### src/rtl/alarm_irq_pkg.sv
package alarm_irq_pkg;
  localparam int NUM_ALARMS = 2;

  typedef struct packed {
    logic [NUM_ALARMS-1:0] setFlag;
    logic                  clrFlags;
    logic [NUM_ALARMS-1:0] levelMask;
    logic                  pulseLoad;
    logic                  pulseTick;
    logic                  pulseKill;
  } ctlStrobes_t;
endpackage

### src/rtl/alarm_irq_ctl.sv
module alarm_irq_ctl
  import alarm_irq_pkg::*;
#(
  parameter int PULSE_ALARM = 0
) (
  input  logic [NUM_ALARMS-1:0] matchIn,
  input  logic [NUM_ALARMS-1:0] enIn,
  input  logic                  pulseMode,
  input  logic                  readDone,
  input  logic                  oscTick,
  output ctlStrobes_t           strb
);
  logic [NUM_ALARMS-1:0] setVec;
  logic [NUM_ALARMS-1:0] maskVec;

  // Per-alarm decode: the pulse-capable alarm loses its flag in pulsed mode.
  for (genvar i = 0; i < NUM_ALARMS; i++) begin : gAlarm
    if (i == PULSE_ALARM) begin : gPulsing
      assign setVec[i] = matchIn[i] & ~pulseMode;
    end else begin : gPolled
      assign setVec[i] = matchIn[i];
    end
    // Enables only gate the level interrupt when not in pulsed mode.
    assign maskVec[i] = enIn[i] & ~pulseMode;
  end

  always_comb begin
    strb           = '0;
    strb.setFlag   = setVec;
    strb.clrFlags  = readDone;
    strb.levelMask = maskVec;
    strb.pulseLoad = matchIn[PULSE_ALARM] & pulseMode;
    strb.pulseTick = oscTick & pulseMode;
    strb.pulseKill = ~pulseMode;
  end
endmodule

### src/rtl/alarm_irq_dp.sv
module alarm_irq_dp
  import alarm_irq_pkg::*;
#(
  parameter int PULSE_TICKS = 1024,
  localparam int CNT_W = $clog2(PULSE_TICKS + 1)
) (
  input  logic                  clk,
  input  logic                  rst,
  input  ctlStrobes_t           strb,
  output logic [NUM_ALARMS-1:0] flags,
  output logic                  irqN
);
  localparam logic [CNT_W-1:0] LOAD_VAL = CNT_W'(PULSE_TICKS);

  logic [CNT_W-1:0] pulseCnt;
  logic             pulseActive;
  logic             levelIrq;

  // Sticky flags: set wins over clear.
  for (genvar i = 0; i < NUM_ALARMS; i++) begin : gFlag
    always_ff @(posedge clk) begin
      if (rst)                    flags[i] <= 1'b0;
      else if (strb.setFlag[i])   flags[i] <= 1'b1;
      else if (strb.clrFlags)     flags[i] <= 1'b0;
    end

    AST_SET_WINS: assert property (@(posedge clk) disable iff (rst)
      strb.setFlag[i] |=> flags[i]);
    AST_READ_CLEARS: assert property (@(posedge clk) disable iff (rst)
      (strb.clrFlags && !strb.setFlag[i]) |=> !flags[i]);
  end

  // One-shot pulse counter, counted in oscillator ticks.
  always_ff @(posedge clk) begin
    if (rst)                                 pulseCnt <= '0;
    else if (strb.pulseKill)                 pulseCnt <= '0;
    else if (strb.pulseLoad)                 pulseCnt <= LOAD_VAL;
    else if (strb.pulseTick && pulseActive)  pulseCnt <= pulseCnt - CNT_W'(1);
  end

  assign pulseActive = (pulseCnt != '0);
  assign levelIrq    = |(flags & strb.levelMask);
  assign irqN        = ~(levelIrq | pulseActive);

  AST_PULSE_RELOAD: assert property (@(posedge clk) disable iff (rst)
    strb.pulseLoad |=> (pulseCnt == LOAD_VAL));
  AST_PULSE_STEP: assert property (@(posedge clk) disable iff (rst)
    (strb.pulseTick && !strb.pulseLoad && !strb.pulseKill && pulseActive)
      |=> (pulseCnt == $past(pulseCnt) - CNT_W'(1)));
  AST_PULSE_KILL: assert property (@(posedge clk) disable iff (rst)
    strb.pulseKill |=> !pulseActive);
endmodule

### src/rtl/alarm_irq_ctrl.sv
module alarm_irq_ctrl
  import alarm_irq_pkg::*;
#(
  parameter int PULSE_TICKS = 1024
) (
  input  logic clk,
  input  logic rst,
  input  logic matchA0,
  input  logic matchA1,
  input  logic enA0,
  input  logic enA1,
  input  logic pulseMode,
  input  logic statusReadDone,
  input  logic oscTick,
  output logic flagA0,
  output logic flagA1,
  output logic irqN
);
  ctlStrobes_t           strb;
  logic [NUM_ALARMS-1:0] flagVec;

  alarm_irq_ctl #(.PULSE_ALARM(0)) uCtl (
    .matchIn  ({matchA1, matchA0}),
    .enIn     ({enA1, enA0}),
    .pulseMode(pulseMode),
    .readDone (statusReadDone),
    .oscTick  (oscTick),
    .strb     (strb)
  );

  alarm_irq_dp #(.PULSE_TICKS(PULSE_TICKS)) uDp (
    .clk  (clk),
    .rst  (rst),
    .strb (strb),
    .flags(flagVec),
    .irqN (irqN)
  );

  assign flagA0 = flagVec[0];
  assign flagA1 = flagVec[1];

  AST_NO_FLAG0_PULSED: assert property (@(posedge clk) disable iff (rst)
    (pulseMode && !flagA0) |=> !flagA0);
  AST_FLAG1_ON_MATCH: assert property (@(posedge clk) disable iff (rst)
    matchA1 |=> flagA1);
  AST_RESET_QUIET: assert property (@(posedge clk)
    rst |=> (!flagA0 && !flagA1 && irqN));
endmodule

### config.mk
export PLATFORM = sky130hd
export DESIGN_NAME = alarm_irq_ctrl
export DESIGN_NICKNAME = d
export VERILOG_FILES = /design/src/rtl/alarm_irq_pkg.sv /design/src/rtl/alarm_irq_ctl.sv /design/src/rtl/alarm_irq_dp.sv /design/src/rtl/alarm_irq_ctrl.sv
export SDC_FILE = /design/constraint.sdc
export NUM_CORES = 1
export LEC_CHECK = 0
export BUFFER_PORTS_ARGS = -buffer_cell sky130_fd_sc_hd__buf_2
export CORE_UTILIZATION = 55
export CTS_BUF_LIST = sky130_fd_sc_hd__clkbuf_16
export CTS_CLUSTER_SIZE = 28
export DETAILED_ROUTE_END_ITERATION = 16
export GPL_TIMING_DRIVEN = 0
export PLACE_DENSITY = 0.77
export REMOVE_ABC_BUFFERS = 1
export SLEW_MARGIN = 30
export SYNTH_ARGS = -nofsm -noshare
export SYNTH_HDL_FRONTEND = slang
export SYNTH_HIERARCHICAL = 1
export SYNTH_SLANG_ARGS = --single-unit
### constraint.sdc
create_clock -name clk -period 4.2 [get_ports clk]
set_input_delay 0 -clock clk [delete_from_list [all_inputs] [get_ports clk]]
set_output_delay 0 -clock clk [all_outputs]
set_load 0.03 [all_outputs]
# [Yosys cells after proc, flatten, opt, wreduce, memory -nomap -nowiden]
# Index checks and enable logic that the tools add are counted.
# W data, S select, Z words.
[totals] ff_bits=13 in_bits=9
[op_classes] n_addsub=1 muxes=5 bitwise=9 reduce_logical=8
[ops] op="$mux W11" n=2
[ops] op="$reduce_bool A11 Y1" n=1
[ops] op="$sub A11 B1 Y11 const B" n=1
[ops] op="$reduce_bool A2 Y1" n=3
[ops] op="$and A1 B1 Y1" n=5
[ops] op="$reduce_or A2 Y1" n=2
[ops] op="$mux W1" n=3
[ops] op="$reduce_or A3 Y1" n=1
[ops] op="$and A2 B2 Y2" n=1
[ops] op="$not A1 Y1" n=2
[ops] op="$logic_and A1 B1 Y1" n=1
[ops] op="$or A1 B1 Y1" n=1

# [Logic depth before layout (Yosys ltp)]
[depth] ltp_word=6 mapped_depth=6 mapped_depth_nobuf=6

# [Modules after synthesis]
# The synthesis kept the hierarchy.
[by_module_without_submodules] mod="alarm_irq_dp" n_inst=1 cells_per_inst=81 area_per_inst_um2=678.2 seq_area_each_um2=260.2
[by_module_without_submodules] mod="alarm_irq_ctl" n_inst=1 cells_per_inst=8 area_per_inst_um2=50.0 seq_area_each_um2=0.0

# [Least setup slack after synthesis]
# Ideal clock, no wire load.
[synth_path] path_kind="reg-to-output" startpoint="reg uDp.pulseCnt[0]" endpoint="out irqN" t_arrival_ns=2.023 required_time_ns=4.200 path_slack_ns=2.177 path_stages_with_launch=7 cell_sequence="dfxtp_1 -> inv_1 -> ha_1 -> nor3b_1 -> and3_1 -> nand2_1 -> a221oi_1"
[synth_via] elab_chain_len=3
[synth_lines] item="from (decl)" line_no="alarm_irq_dp.sv:15" source="logic [CNT_W-1:0] pulseCnt;"
[synth_lines] item="from (signal assigned)" line_no="alarm_irq_dp.sv:38" source="else if (strb.pulseTick && pulseActive) pulseCnt <= pulseCnt - CNT_W'(1);"
[synth_lines] item="$reduce_bool A11 Y1" line_no="alarm_irq_dp.sv:41" source="assign pulseActive = (pulseCnt != '0);"
[synth_lines] item="$or A1 B1 Y1" line_no="alarm_irq_dp.sv:43" source="assign irqN = ~(levelIrq | pulseActive);"
[synth_lines] item="$not A1 Y1" line_no="alarm_irq_dp.sv:43"
[synth_lines] item="to (decl)" line_no="alarm_irq_ctrl.sv:17" source="output logic irqN"
# Every way passes these cells.

# [Worst setup path in the final report]
# Ends and elaborated chain as after synthesis.

==> run metrics <==
final max-slew violation count=0; # Post-CTS Setup Buffers=0; GR Util met3=under 10%; Antenna diodes=0; RePlAce Congestion=about 0.84; Layout Nets=between 100 and 150; worst r2r src=uDp/pulseCnt[5]$_SDFFE_PP0P_; Initial Util=62.2%; vias in the first global route=approximately 580; most frequent cells after synthesis=13 x dfxtp_1, 8 x nor2_1, 6 x a21oi_1, 6 x inv_1, 5 x nor3_1; leak pwr=~0.00035 uW; global route overflow=0; clk slew on worst S/H paths=~0.050 ns; die width=38.4 um; met2 Usage GRT=between 30 and 40%; CP endpoint kind=primary output; number of port buffers=11; RSZ-0062 raised after global routing=no; Req. time, crit path=~4.2 ns; Post-synth ARST share=0%; TritonCTS Buffers=3; GRT Total Usage=24.7%; clock sink count=13; Switch Pwr=between 70 and 80 uW; worst skew pair latency=approximately 0.24 ns; crit-path max FO=5; Clock Root Buffer=clkbuf_16; Clock power frac=between 50% and 60%; Worst setup SP type=flop; worst clock skew=between 0.005 and 0.006 ns; Combinational Power Share=a little under an eighth; Final Critical Period=2.21 ns; Core Area=1170 um^2; endpoints failing hold=0; # rows=12; max_cap viols=0; Synth area leader=dfxtp_1; Crit path arrival time=between 2 and 2.5 ns; vias=between 600 and 700; peak supply drop=roughly 0.00021 V; first-pass GRT wire length=about 2500 um; Post-Synthesis Cells=89; Switching Fraction=about 22%; via-per-instance ratio=5.91; Longest Clk Path Bufs=2; drt total wl=between 1500 and 2000 um; Reg power frac=between 30% and 40%; CTS tree=done; share of cells above drive strength 1=between 10% and 20%; DIE HEIGHT=between 30 and 40 um; Syn. warnings=6; crit path from=uDp/pulseCnt[0]$_SDFFE_PP0P_; Syn-to-layout area delta=21.0%; top cell type's share of synthesized area=35.7%; final period utilization=between 50% and 60%; most frequent cell after synthesis=dfxtp_1; worst rel slew slack=between 50% and 60%; DR iter-0 viols=29; H-tree level count=1; Post-Syn Area=approximately 730 um^2; drt drc=0; DR pass1 iterations=4; Core Util, Final=~75%; initial antenna violation count=0; main flop type after synthesis=dfxtp_1; post-synthesis cell type count=35; Fmax=roughly 450 MHz; grt peak-use layer=met2; Post-Route Setup TNS=0 ns; Final Setup Violations=0; Die ar.=1470 um^2; Avg Synthesized Cell Area=8.18 um^2; EDFF count, synth=0; num ports=12; outcome=complete, no violations; Tightest Hold Check Type=input port to flop; hpwl dp=roughly 1100 um; Final ANT Viol Nets=0; Seq/Total Area, Yosys=between 30% and 40%; worst setup path category=flop to primary output; Slew @ Worst Pin=~0.73 ns; #FFs+latches synth=13; P_int=~270 uW; pwr/cell area=391 nW/um^2; met1 usage=around a third; Hold Path Origin=pulseMode; Area contributors post-synth=dfxtp_1 36%, a21oi_1 4.1%, nor2_1 4.1%; DR WL/cell=roughly 13 um; largest net degree at the start of global routing=9
-- final cells by class --
type,instances,area [um^2]
clock buffers,3,75.1
clock inverters,1,3.75
fillers,89,290
inverters,6,22.5
multi-input cells,67,427
flip-flops and latches,13,260
well taps,14,17.5
repair buffers,13,75.1
-- registers in the layout (all words and copies together), names as in the netlist --
name	count
uDp/flags	2
uDp/pulseCnt	11
-- metal layers --
metal	routed length, um	vias up	part of all wire (%)
met5	0	-	0
met4	11	0	0.70
met3	31	2	2.0
met2	726	8	46
met1	797	327	51
li1	-	355	-
-- layout by cell type (no fill, tap or decap), types with 3 or more instances in the layout --
cell type  Yosys  final
nor2_1         8      8
dfxtp_1       13     13
nand3_1        3      3
nand2_1        4      4
nor2b_1        3      3
nor4_1         4      4
nor3_1         5      5
buf_2          0     11
a21oi_1        6      6
clkbuf_16      0      3
inv_1          6      7
-- final timing paths --
path / end / slack, ns / cells past startpoint
max reg2reg: uDp/pulseCnt[10]$_SDFFE_PP0P_ / 2.29 / 4
min: uDp/pulseCnt[10]$_SDFFE_PP0P_ / 0.07 / 3
max: irqN / 1.99 / 7
min reg2reg: uDp/pulseCnt[4]$_SDFFE_PP0P_ / 0.52 / 2
-- power by group through the flow --
stage	clock network [uW]	logic [uW]	registers, uW
after floorplan	0	24.0	132
after global placement	0	36.9	131
after detailed placement	0	37.0	131
after CTS	179	38.9	128
after global routing	184	43.6	129
final	177	39.3	128
-- critical path: stages, from the launching register on --
cell and delay, ns:
dfxtp_1 0.33, inv_1 0.08, ha_1 0.20, nor3b_1 0.51
and3_1 0.31, nand2_1 0.09, a221oi_1 0.20, buf_2 0.24
-- kinds of logic after synthesis --
| logic type | share of synthesized area, % |
|---|---|
| XOR/XNOR | 1.20 |
| multiplexers | 1.37 |
| AND/OR/NAND/NOR | 33.5 |
| adder cells (fa/ha/maj) | 3.44 |
| AO/OA/AOI/OAI | 19.1 |
| flip-flops | 35.7 |
| buffers and inverters | 5.67 |
-- through the flow --
step / cell area, um^2 / total power, uW / setup WS, ns / instances / hold slack, ns
floorplan: 709 / 156 / 2.18 / 86 / 0.0724
global placement: 782 / 167 / 2.28 / 111 / 0.219
detailed placement: 782 / 168 / 2.26 / 111 / 0.220
CTS: 881 / 346 / 2.00 / 117 / 0.0700
global route: 881 / 356 / 1.85 / 117 / 0.0916
finish: 881 / 345 / 1.99 / 117 / 0.0745
-- timing repair --
item / in CTS / in global routing
hold endpoints to repair: 3 / 0
resized for setup: 0 / 0
hold buffers: 2 / 0
(Power assumes the default switching activity.)
